**config.mk**
```make
export PLATFORM = sky130hd
export DESIGN_NAME = aux_txn_seq
export DESIGN_NICKNAME = d
export VERILOG_FILES = /design/src/rtl/aux_seq_pkg.sv /design/src/rtl/aux_req_builder.sv /design/src/rtl/aux_wait_timer.sv /design/src/rtl/aux_seq_ctrl.sv /design/src/rtl/aux_txn_seq.sv
export SDC_FILE = /design/constraint.sdc
export NUM_CORES = 1
export LEC_CHECK = 0
export ABC_AREA = 1
export CORE_AREA = 3 3 234 236
export CTS_BUF_LIST = sky130_fd_sc_hd__clkbuf_8
export DETAILED_ROUTE_END_ITERATION = 8
export DIE_AREA = 0 0 237 239
export DONT_BUFFER_PORTS = 1
export GPL_TIMING_DRIVEN = 0
export HOLD_SLACK_MARGIN = 0.12
export MAX_ROUTING_LAYER = met4
export PLACE_DENSITY = 0.62
export SYNTH_ARGS = -nofsm -noshare
export SYNTH_HDL_FRONTEND = slang
export SYNTH_SLANG_ARGS = --single-unit
```
**constraint.sdc**
```tcl
create_clock -name clk -period 37.6 [get_ports clk]
set_input_delay 3.76 -clock clk [delete_from_list [all_inputs] [get_ports clk]]
set_output_delay 3.76 -clock clk [all_outputs]
set_load 0.02 [all_outputs]
```
**src/rtl/aux_seq_pkg.sv**
```systemverilog
package aux_seq_pkg;

  typedef enum logic [2:0] {
    RES_OK             = 3'd0,
    RES_NOGRANT        = 3'd1,
    RES_BUSY           = 3'd2,
    RES_DEFER_LIMIT    = 3'd3,
    RES_COUNT_MISMATCH = 3'd4,
    RES_RELEASE_FAIL   = 3'd5,
    RES_I2C_NACK       = 3'd6,
    RES_I2C_BAD        = 3'd7
  } result_e;

  localparam logic [1:0] RPL_ACK   = 2'b00;
  localparam logic [1:0] RPL_NACK  = 2'b01;
  localparam logic [1:0] RPL_DEFER = 2'b10;
  localparam logic [1:0] RPL_BAD   = 2'b11;

  typedef enum logic [3:0] {
    S_IDLE, S_ACQ, S_ACQ_CHK, S_POLL, S_POLL_WAIT, S_LAUNCH, S_SETTLE,
    S_SAMPLE, S_REL, S_REL_CHK, S_EXIT_WAIT, S_I2C_WAIT, S_FIN
  } seq_state_e;

endpackage

```
**src/rtl/aux_req_builder.sv**
```systemverilog
module aux_req_builder #(
  parameter int ADDR_W    = 20,
  parameter int MAX_BYTES = 16,
  localparam int DATA_W   = MAX_BYTES * 8,
  localparam int CNT_W    = $clog2(MAX_BYTES + 1),
  localparam int LEN_W    = $clog2(MAX_BYTES)
) (
  input  logic              clk,
  input  logic              rst_n,
  input  logic              capture_i,
  input  logic [3:0]        cmd_i,
  input  logic [ADDR_W-1:0] addr_i,
  input  logic [CNT_W-1:0]  count_i,
  input  logic [DATA_W-1:0] wdata_i,
  input  logic              i2c_mode_i,
  input  logic              i2c_rd_i,
  input  logic              i2c_stop_i,
  output logic [3:0]        cmd_o,
  output logic [ADDR_W-1:0] addr_o,
  output logic [CNT_W-1:0]  count_o,
  output logic [LEN_W-1:0]  len_m1_o,
  output logic              is_read_o,
  output logic              i2c_o,
  output logic [DATA_W-1:0] wdata_o,
  output logic [DATA_W-1:0] mask_o
);

  logic [3:0]        cmd_n;
  logic [CNT_W-1:0]  count_n;
  logic [DATA_W-1:0] mask_n;
  logic [DATA_W-1:0] wdata_n;

  // I2C command nibble: bit 2 = MOT, bit 0 = read
  always_comb begin
    if (i2c_mode_i) begin
      cmd_n   = {1'b0, ~i2c_stop_i, 1'b0, i2c_rd_i};
      count_n = CNT_W'(1);
    end else begin
      cmd_n   = cmd_i;
      count_n = count_i;
    end
  end

  for (genvar b = 0; b < MAX_BYTES; b++) begin : g_byte_mask
    assign mask_n[b*8 +: 8] = {8{count_n > CNT_W'(b)}};
  end

  assign wdata_n = cmd_n[0] ? '0 : (wdata_i & mask_n);

  always_ff @(posedge clk or negedge rst_n) begin
    if (!rst_n) begin
      cmd_o   <= '0;
      addr_o  <= '0;
      count_o <= CNT_W'(1);
      i2c_o   <= 1'b0;
      wdata_o <= '0;
      mask_o  <= '0;
    end else if (capture_i) begin
      cmd_o   <= cmd_n;
      addr_o  <= addr_i;
      count_o <= count_n;
      i2c_o   <= i2c_mode_i;
      wdata_o <= wdata_n;
      mask_o  <= mask_n;
    end
  end

  assign is_read_o = cmd_o[0];
  assign len_m1_o  = count_o[LEN_W-1:0] - LEN_W'(1);

  p_i2c_mot_r9: assert property (@(posedge clk) disable iff (!rst_n)
    (capture_i && i2c_mode_i) |=> (cmd_o[2] == !$past(i2c_stop_i)) && (len_m1_o == '0))
    else $error("MOT or length wrong for I2C command");

endmodule

```
**src/rtl/aux_wait_timer.sv**
```systemverilog
module aux_wait_timer #(
  parameter int TMR_W = 12
) (
  input  logic             clk,
  input  logic             rst_n,
  input  logic             load_i,
  input  logic [TMR_W-1:0] load_val_i,
  output logic             expired_o
);

  logic [TMR_W-1:0] cnt_q, cnt_n;
  logic             cnt_en;

  assign cnt_en = load_i || (cnt_q != '0);

  always_comb begin
    if (load_i) cnt_n = load_val_i - TMR_W'(1);
    else        cnt_n = cnt_q - TMR_W'(1);
  end

  always_ff @(posedge clk or negedge rst_n) begin
    if (!rst_n)      cnt_q <= '0;
    else if (cnt_en) cnt_q <= cnt_n;
  end

  assign expired_o = (cnt_q == '0);

  p_load_nonzero_r6: assert property (@(posedge clk) disable iff (!rst_n)
    load_i |=> !expired_o || ($past(load_val_i) == TMR_W'(1)))
    else $error("timer expired immediately after load");

endmodule

```
**src/rtl/aux_seq_ctrl.sv**
```systemverilog
module aux_seq_ctrl
  import aux_seq_pkg::*;
#(
  parameter int READY_POLLS = 3,
  parameter int DEFER_MAX   = 16,
  parameter int POLL_CYC    = 100,
  parameter int SETTLE_CYC  = 400,
  parameter int EXIT_CYC    = 400,
  parameter int I2C_CYC     = 100,
  parameter int TMR_W       = 12,
  parameter int CNT_W       = 5,
  localparam int PW         = $clog2(READY_POLLS + 1),
  localparam int DW         = $clog2(DEFER_MAX + 1)
) (
  input  logic             clk,
  input  logic             rst_n,
  input  logic             start_i,
  input  logic             i2c_mode_i,
  input  logic             i2c_start_only_i,
  input  logic             is_read_i,
  input  logic             i2c_i,
  input  logic [CNT_W-1:0] count_i,
  input  logic             own_grant_i,
  input  logic             chan_ready_i,
  input  logic             lnk_done_i,
  input  logic [3:0]       rpl_i,
  input  logic [CNT_W-1:0] rcount_i,
  input  logic             tmr_expired_i,
  output logic             capture_o,
  output logic             tmr_load_o,
  output logic [TMR_W-1:0] tmr_val_o,
  output logic             own_req_o,
  output logic             lnk_req_o,
  output logic             rpl_capture_o,
  output logic             rd_capture_o,
  output logic             done_o,
  output logic [2:0]       result_o
);

  seq_state_e    state_q, state_n;
  logic [PW-1:0] poll_q, poll_n;
  logic [DW-1:0] defer_q, defer_n;
  result_e       res_q, res_n;

  always_comb begin
    state_n       = state_q;
    poll_n        = poll_q;
    defer_n       = defer_q;
    res_n         = res_q;
    capture_o     = 1'b0;
    tmr_load_o    = 1'b0;
    tmr_val_o     = '0;
    rpl_capture_o = 1'b0;
    rd_capture_o  = 1'b0;
    unique case (state_q)
      S_IDLE: begin
        if (start_i) begin
          res_n = RES_OK;
          if (i2c_mode_i && i2c_start_only_i) begin
            state_n = S_FIN;
          end else begin
            capture_o = 1'b1;
            state_n   = S_ACQ;
          end
        end
      end
      S_ACQ: state_n = S_ACQ_CHK;
      S_ACQ_CHK: begin
        poll_n = '0;
        if (own_grant_i) begin
          state_n = S_POLL;
        end else begin
          res_n   = RES_NOGRANT;
          state_n = S_REL;
        end
      end
      S_POLL: begin
        if (chan_ready_i) begin
          defer_n = '0;
          state_n = S_LAUNCH;
        end else if (poll_q == PW'(READY_POLLS - 1)) begin
          res_n   = RES_BUSY;
          state_n = S_REL;
        end else begin
          poll_n     = poll_q + PW'(1);
          tmr_load_o = 1'b1;
          tmr_val_o  = TMR_W'(POLL_CYC);
          state_n    = S_POLL_WAIT;
        end
      end
      S_POLL_WAIT: if (tmr_expired_i) state_n = S_POLL;
      S_LAUNCH: begin
        if (lnk_done_i) begin
          rpl_capture_o = 1'b1;
          tmr_load_o    = 1'b1;
          tmr_val_o     = TMR_W'(SETTLE_CYC);
          state_n       = S_SETTLE;
        end
      end
      S_SETTLE: if (tmr_expired_i) state_n = S_SAMPLE;
      S_SAMPLE: begin
        if (rpl_i[1:0] == RPL_DEFER) begin
          if (defer_q == DW'(DEFER_MAX - 1)) begin
            res_n   = RES_DEFER_LIMIT;
            state_n = S_REL;
          end else begin
            defer_n = defer_q + DW'(1);
            state_n = S_LAUNCH;
          end
        end else if (is_read_i && (rcount_i != count_i)) begin
          res_n   = RES_COUNT_MISMATCH;
          state_n = S_REL;
        end else begin
          rd_capture_o = is_read_i;
          state_n      = S_REL;
        end
      end
      S_REL: state_n = S_REL_CHK;
      S_REL_CHK: begin
        if (own_grant_i) res_n = RES_RELEASE_FAIL;
        tmr_load_o = 1'b1;
        tmr_val_o  = TMR_W'(EXIT_CYC);
        state_n    = S_EXIT_WAIT;
      end
      S_EXIT_WAIT: begin
        if (tmr_expired_i) begin
          state_n = S_FIN;
          if (res_q == RES_OK && i2c_i) begin
            unique case (rpl_i[3:2])
              RPL_ACK:   res_n = RES_OK;
              RPL_NACK:  res_n = RES_I2C_NACK;
              RPL_DEFER: begin
                tmr_load_o = 1'b1;
                tmr_val_o  = TMR_W'(I2C_CYC);
                state_n    = S_I2C_WAIT;
              end
              default:   res_n = RES_I2C_BAD;
            endcase
          end
        end
      end
      S_I2C_WAIT: if (tmr_expired_i) state_n = S_ACQ;
      S_FIN: state_n = S_IDLE;
      default: state_n = S_IDLE;
    endcase
  end

  always_ff @(posedge clk or negedge rst_n) begin
    if (!rst_n) begin
      state_q <= S_IDLE;
      poll_q  <= '0;
      defer_q <= '0;
      res_q   <= RES_OK;
    end else begin
      state_q <= state_n;
      poll_q  <= poll_n;
      defer_q <= defer_n;
      res_q   <= res_n;
    end
  end

  assign own_req_o = (state_q inside {S_ACQ, S_ACQ_CHK, S_POLL, S_POLL_WAIT,
                                      S_LAUNCH, S_SETTLE, S_SAMPLE});
  assign lnk_req_o = (state_q == S_LAUNCH);
  assign done_o    = (state_q == S_FIN);
  assign result_o  = res_q;

  p_poll_bound_r4: assert property (@(posedge clk) disable iff (!rst_n)
    poll_q < PW'(READY_POLLS)) else $error("ready poll count out of range");

  p_defer_bound_r5: assert property (@(posedge clk) disable iff (!rst_n)
    defer_q < DW'(DEFER_MAX)) else $error("defer count out of range");

  p_start_only_r10: assert property (@(posedge clk) disable iff (!rst_n)
    (state_q == S_IDLE && start_i && i2c_mode_i && i2c_start_only_i)
      |=> done_o && (result_o == RES_OK) && !own_req_o)
    else $error("start-only request did not complete at once");

endmodule

```
**src/rtl/aux_txn_seq.sv**
```systemverilog
module aux_txn_seq
  import aux_seq_pkg::*;
#(
  parameter int ADDR_W      = 20,
  parameter int MAX_BYTES   = 16,
  parameter int CLK_PER_US  = 100,
  parameter int READY_POLLS = 3,
  parameter int DEFER_MAX   = 16,
  parameter int POLL_GAP_US = 100,
  parameter int SETTLE_US   = 400,
  parameter int EXIT_US     = 400,
  parameter int I2C_GAP_US  = 100,
  localparam int DATA_W     = MAX_BYTES * 8,
  localparam int CNT_W      = $clog2(MAX_BYTES + 1),
  localparam int LEN_W      = $clog2(MAX_BYTES)
) (
  input  logic              clk,
  input  logic              rst_n,
  input  logic              start_i,
  input  logic [3:0]        cmd_i,
  input  logic [ADDR_W-1:0] addr_i,
  input  logic [CNT_W-1:0]  count_i,
  input  logic [DATA_W-1:0] wdata_i,
  input  logic              i2c_mode_i,
  input  logic              i2c_rd_i,
  input  logic              i2c_stop_i,
  input  logic              i2c_start_only_i,
  output logic              done_o,
  output logic [2:0]        result_o,
  output logic [3:0]        reply_o,
  output logic [DATA_W-1:0] rdata_o,
  output logic              own_req_o,
  input  logic              own_grant_i,
  input  logic              chan_ready_i,
  output logic              lnk_req_o,
  output logic [3:0]        lnk_cmd_o,
  output logic [ADDR_W-1:0] lnk_addr_o,
  output logic [LEN_W-1:0]  lnk_len_o,
  output logic [DATA_W-1:0] lnk_wdata_o,
  input  logic              lnk_done_i,
  input  logic [3:0]        lnk_reply_i,
  input  logic [CNT_W-1:0]  lnk_rcount_i,
  input  logic [DATA_W-1:0] lnk_rdata_i
);

  localparam int GAP_MAX_US = (POLL_GAP_US > I2C_GAP_US) ? POLL_GAP_US : I2C_GAP_US;
  localparam int HLD_MAX_US = (SETTLE_US > EXIT_US) ? SETTLE_US : EXIT_US;
  localparam int LONG_US    = (GAP_MAX_US > HLD_MAX_US) ? GAP_MAX_US : HLD_MAX_US;
  localparam int TMR_W      = $clog2(LONG_US * CLK_PER_US + 1);

  // reset: asynchronous assertion, synchronous release
  logic [1:0] rst_sync_q;
  logic       rst_int_n;

  always_ff @(posedge clk or negedge rst_n) begin
    if (!rst_n) rst_sync_q <= 2'b00;
    else        rst_sync_q <= {rst_sync_q[0], 1'b1};
  end
  assign rst_int_n = rst_sync_q[1];

  logic              capture, tmr_load, tmr_expired, rpl_cap, rd_cap;
  logic [TMR_W-1:0]  tmr_val;
  logic [CNT_W-1:0]  count_q;
  logic              is_read, i2c_q;
  logic [DATA_W-1:0] mask_q;

  aux_req_builder #(.ADDR_W(ADDR_W), .MAX_BYTES(MAX_BYTES)) u_builder (
    .clk        (clk),
    .rst_n      (rst_int_n),
    .capture_i  (capture),
    .cmd_i      (cmd_i),
    .addr_i     (addr_i),
    .count_i    (count_i),
    .wdata_i    (wdata_i),
    .i2c_mode_i (i2c_mode_i),
    .i2c_rd_i   (i2c_rd_i),
    .i2c_stop_i (i2c_stop_i),
    .cmd_o      (lnk_cmd_o),
    .addr_o     (lnk_addr_o),
    .count_o    (count_q),
    .len_m1_o   (lnk_len_o),
    .is_read_o  (is_read),
    .i2c_o      (i2c_q),
    .wdata_o    (lnk_wdata_o),
    .mask_o     (mask_q)
  );

  aux_wait_timer #(.TMR_W(TMR_W)) u_timer (
    .clk        (clk),
    .rst_n      (rst_int_n),
    .load_i     (tmr_load),
    .load_val_i (tmr_val),
    .expired_o  (tmr_expired)
  );

  // link reply holding registers
  logic [3:0]        rpl_q, rpl_n;
  logic [CNT_W-1:0]  rcnt_q;
  logic [DATA_W-1:0] lrd_q;
  logic [DATA_W-1:0] rdata_q, rdata_n;
  logic              rdata_en;

  aux_seq_ctrl #(
    .READY_POLLS (READY_POLLS),
    .DEFER_MAX   (DEFER_MAX),
    .POLL_CYC    (POLL_GAP_US * CLK_PER_US),
    .SETTLE_CYC  (SETTLE_US * CLK_PER_US),
    .EXIT_CYC    (EXIT_US * CLK_PER_US),
    .I2C_CYC     (I2C_GAP_US * CLK_PER_US),
    .TMR_W       (TMR_W),
    .CNT_W       (CNT_W)
  ) u_ctrl (
    .clk              (clk),
    .rst_n            (rst_int_n),
    .start_i          (start_i),
    .i2c_mode_i       (i2c_mode_i),
    .i2c_start_only_i (i2c_start_only_i),
    .is_read_i        (is_read),
    .i2c_i            (i2c_q),
    .count_i          (count_q),
    .own_grant_i      (own_grant_i),
    .chan_ready_i     (chan_ready_i),
    .lnk_done_i       (lnk_done_i),
    .rpl_i            (rpl_q),
    .rcount_i         (rcnt_q),
    .tmr_expired_i    (tmr_expired),
    .capture_o        (capture),
    .tmr_load_o       (tmr_load),
    .tmr_val_o        (tmr_val),
    .own_req_o        (own_req_o),
    .lnk_req_o        (lnk_req_o),
    .rpl_capture_o    (rpl_cap),
    .rd_capture_o     (rd_cap),
    .done_o           (done_o),
    .result_o         (result_o)
  );

  always_comb begin
    rpl_n    = rpl_q;
    rdata_n  = rdata_q;
    rdata_en = capture || rd_cap;
    if (capture) begin
      rpl_n   = '0;
      rdata_n = '0;
    end
    if (rpl_cap) rpl_n = lnk_reply_i;
    if (rd_cap)  rdata_n = lrd_q & mask_q;
  end

  always_ff @(posedge clk or negedge rst_int_n) begin
    if (!rst_int_n) begin
      rpl_q   <= '0;
      rcnt_q  <= '0;
      lrd_q   <= '0;
      rdata_q <= '0;
    end else begin
      if (capture || rpl_cap) rpl_q <= rpl_n;
      if (rpl_cap) begin
        rcnt_q <= lnk_rcount_i;
        lrd_q  <= lnk_rdata_i;
      end
      if (rdata_en) rdata_q <= rdata_n;
    end
  end

  assign reply_o = rpl_q;
  assign rdata_o = rdata_q;

  p_req_hold_r6: assert property (@(posedge clk) disable iff (!rst_int_n)
    (lnk_req_o && !lnk_done_i) |=> lnk_req_o)
    else $error("link request dropped before reply");

  p_launch_owned_r3: assert property (@(posedge clk) disable iff (!rst_int_n)
    lnk_req_o |-> own_req_o)
    else $error("link request without channel ownership");

  p_done_released_r8: assert property (@(posedge clk) disable iff (!rst_int_n)
    done_o |-> !own_req_o && !lnk_req_o)
    else $error("done while channel still owned");

  p_done_pulse_r12: assert property (@(posedge clk) disable iff (!rst_int_n)
    done_o |=> !done_o)
    else $error("done held longer than one cycle");

endmodule

```
==> results.md <==
| Item | Value | Unit |
|---|---|---|
| Worst IR drop on VDD | 0.0000371 | V |
| Detailed Route WL | 64700 | um |
| Number of clock sinks | 471 | - |
| Proportion of layout cells with a drive suffix above 1 | 14.5 | % |
| Met3 Track Usage GR | 6.15 | % |
| WP data required | 33.84 | ns |
| Final #Nets | 2335 | - |
| Post-synthesis cell area | 19200 | sq um |
| Final weighted congestion in routability-driven placement | 0.939 | - |
| Count of endpoints failing hold in the final timing report | 0 | - |
| Dpl hpwl | 49600 | um |
| Yosys warning total | 0 | - |
| Setup Fix Bufs, Post-CTS | 0 | - |
| Worst hold path type | register to async pin | - |
| Detailed Routing Iterations Pass 1 | 6 | - |
| Maximum number of pins on one net before global-route repair | 74 | - |
| Net count after synthesis | 2243 | - |
| Status | finished, final reports clean | - |
| Critical R2R Launch | u_builder.count_o[0] | - |
| Starting Density | 36.5 | % |
| Synth cell types | 43 | - |
| Synth Instances | 1935 | - |
| Worst slack at placement | 31.15 | ns |
| Final Cycle Share | 15.7 | % |
| Width of the die | 237 | um |
| #FFs+latches synth | 471 | - |
| Relative area change from synthesis to final layout | 14.5 | % |
| Buffers on Ports | 0 | - |
| Power density of the placed cells | 80.8 | nW/um^2 |
| Met2 GRT Util | 37.0 | % |
| Core ar. | 52700 | sq um |
| Final worst setup slack | 31.71 | ns |
| Worst setup endpoint | done_o | - |
| Worst R2R Path Depth | 8 | - |
| GRT busiest layer | met2 | - |
| Worst endpoint data arrival time | 2.13 | ns |
| Setup tns final | 0 | ns |
| Slew Limit Headroom | 13.1 | % |
| Element type at the critical path start | register | - |
| Total Die Area | 56600 | sq um |
| Num CTS Buffers | 81 | - |
| Quantity of hold-fixing buffers added after cts | 0 | - |
| Setup crit start | u_ctrl.state_q[0] | - |
| Deepest level of the CTS H-tree | 3 | - |
| Wire length of the first global-routing pass | 95900 | um |
| CP Capture Type | output pin | - |
| Max-capacitance violation count | 0 | - |
| CP Class | register to output pin | - |
| Total number of placement rows | 84 | - |
| Critical Path Max Stage Delay | 0.61 | ns |
| Antenna violation net count after detailed routing | 0 | - |
| Final critical delay including setup and external delays | 5.89 | ns |
| Number of I/O pins | 598 | - |
| Overall routing resource usage | 23.1 | % |
| Most used flip-flop cell after synthesis | dfrtp_1 | - |
| Number of antenna violations at the first check in global routing | 10 | - |
| GRT Residual Overflow | 0 | - |
| Via count of the first global-routing pass | 15000 | - |
| Pleak | 10.4 | nW |
| Unrepaired setup endpoints after global routing | false | - |
| TritonCTS clock tree | yes | - |
| Footprint of the multi-input gates | 6550 | sq um |
| Maximum achievable frequency | 170 | MHz |
| Endpoint of the most critical register-to-register path | rdata_o[26] | - |
| Count of endpoints failing setup in the final report | 0 | - |
| Chip height | 239 | um |
| Number of flops mapped to enable cells by yosys | 0 | - |
| Final-layout worst hold slack | 0.306 | ns |
| FF-to-FF setup slack | 34.55 | ns |
| Pins over their slew limit | 0 | - |
| Maximum buffer depth of the clock tree | 3 | - |
| Total of fill cells in the finished design | 5123 | - |
| Register cell area after layout | 11800 | sq um |
| Critical path cell sequence | nor2_1, inv_1, nor3_1 | - |
| Syn avg cell area | 9.94 | sq um |
| Vias | 14900 | - |
| Clock root buffer master | clkbuf_8 | - |
| DRC violation count after routing | 0 | - |
| Measured slew at the worst slew-check pin | 1.29 | ns |
| Share of synthesized flip-flops with an asynchronous set or reset | 100 | % |
| Worst setup skew after layout | 0.0390 | ns |
| Detailed Route Iter0 Violations | 1014 | - |
| Clock insertion delay at the later pin of the skew report | 0.68 | ns |
| Clock-pin slew on the worst setup and hold paths | 0.06 | ns |
| # resized after CTS | 0 | - |
| Worst-path maximum fanout | 5 | - |
| Drt wl/cell | 23.2 | um |
| Sequential area share after synthesis | 61.3 | % |
| Global-route met1 utilization | 27.8 | % |
| Critical Path Slowest Stage Cell | nor3_1 | - |
| Average via count per standard cell | 5.33 | - |
-- stage by stage --
step | utilization, % | power (W) | cell area (sq um) | instances
floorplan | - | 0.00116 | 19200 | 1935
global placement | 38.1 | 0.00130 | 20100 | 2623
detailed placement | 38.6 | 0.00132 | 20300 | 2632
CTS | 41.8 | 0.00180 | 22000 | 2780
global route | 41.8 | 0.00189 | 22000 | 2788
finish | 41.8 | 0.00178 | 22000 | 2789
-- worst min-delay path by stage --
| stage | from | end | cells after the start |
|---|---|---|---|
| finish | rst_sync_q[1] | u_builder.addr_o[15] | 0 |
| floorplan | rst_sync_q[0] | rst_sync_q[1] | 0 |
| CTS | rst_sync_q[1] | u_builder.addr_o[12] | 0 |
| detailed placement | rst_sync_q[1] | u_builder.addr_o[13] | 0 |
| global placement | rst_sync_q[0] | rst_sync_q[1] | 0 |
| global route | rst_sync_q[1] | u_builder.addr_o[12] | 0 |
-- state kept, by name, indices dropped and copies added, names as in the netlist, 5 cells and up --
signal             flops
u_builder.wdata_o    128
lrd_q                128
u_timer.cnt_q         16
u_builder.count_o      5
rcnt_q                 5
u_ctrl.defer_q         5
rdata_o              128
u_builder.addr_o      20
u_builder.mask_o      16
-- per-layer routing --
metal	vias up	wire length [um]
li1	6685	-
met4	0	2160
met1	7328	25500
met2	724	31500
met5	-	0
met3	121	5530
-- Yosys cell counts (8+ instances only) --
cell | count | area (sq um)
buf_1 | 20 | 75.1
inv_2 | 10 | 37.5
buf_2 | 31 | 155
nand3_1 | 154 | 771
o31ai_1 | 31 | 233
dfrtp_1 | 470 | 11800
mux2_2 | 103 | 1160
nand2_1 | 478 | 1790
o21ai_0 | 233 | 1170
clkbuf_1 | 57 | 214
a32o_1 | 24 | 240
nor2_1 | 91 | 342
nor2_2 | 8 | 50.1
a21oi_1 | 42 | 210
o21ai_1 | 12 | 60.1
nand4_1 | 11 | 68.8
inv_1 | 97 | 364
-- placed cells by master (no fill, tap or decap), types with 3 or more instances in the layout --
cell,n
clkinv_1,4
inv_1,124
o2111ai_1,3
dfrtp_1,469
clkinvlp_4,5
nand3_1,154
o21ai_0,233
mux2_2,103
a21oi_1,42
clkinv_2,8
clkbuf_1,57
nand4_1,11
nand2_2,5
buf_2,31
nand3_2,5
nor2_1,91
a32o_1,24
buf_16,7
nor2_2,8
clkbuf_8,100
buf_1,20
xor2_1,7
a22o_1,3
o31ai_1,31
ha_1,4
diode_2,9
inv_2,10
nor3_1,7
buf_4,3
o21ai_1,12
nand2_1,478
-- cell type report --
| type | count | share of cell area, % |
|---|---|---|
| sequential | 471 | 53.6 |
| tap | 688 | 3.91 |
| clock inverter | 48 | 1.40 |
| inverter | 111 | 1.89 |
| timing repair buffer | 9 | 0.961 |
| clock buffer | 100 | 6.25 |
| buffer | 111 | 2.14 |
| multi-input combinational | 1242 | 29.8 |
| antenna | 9 | 0.102 |
-- cells by family (layout without fill, tap and decap cells) --
kind of cell,count (synthesis),in the layout,synth area share [%]
XOR/XNOR,8,8,0.364
AO/OA/AOI/OAI,360,360,10.8
adder cells (fa/ha/maj),4,4,0.260
buffers and inverters,222,379,4.61
AND/OR/NAND/NOR,766,766,16.6
multiplexers,103,103,6.03
other,1,10,0.0195
flip-flops,471,471,61.3
-- worst max-delay path, delay by kind of cell, from the launching register on --
family	cells	cell delay (ns)
and+or+nand+nor	2	0.95
DFF	1	0.43
buffers and inverters	1	0.10
-- power breakdown --
part | total, W | switching, W | internal (W)
clock | 0.000475 | 0.000218 | 0.000257
combinational | 0.000391 | 0.000244 | 0.000147
sequential | 0.000913 | 0.000233 | 0.000681
No activity file was read; power rests on OpenSTA's default activity.
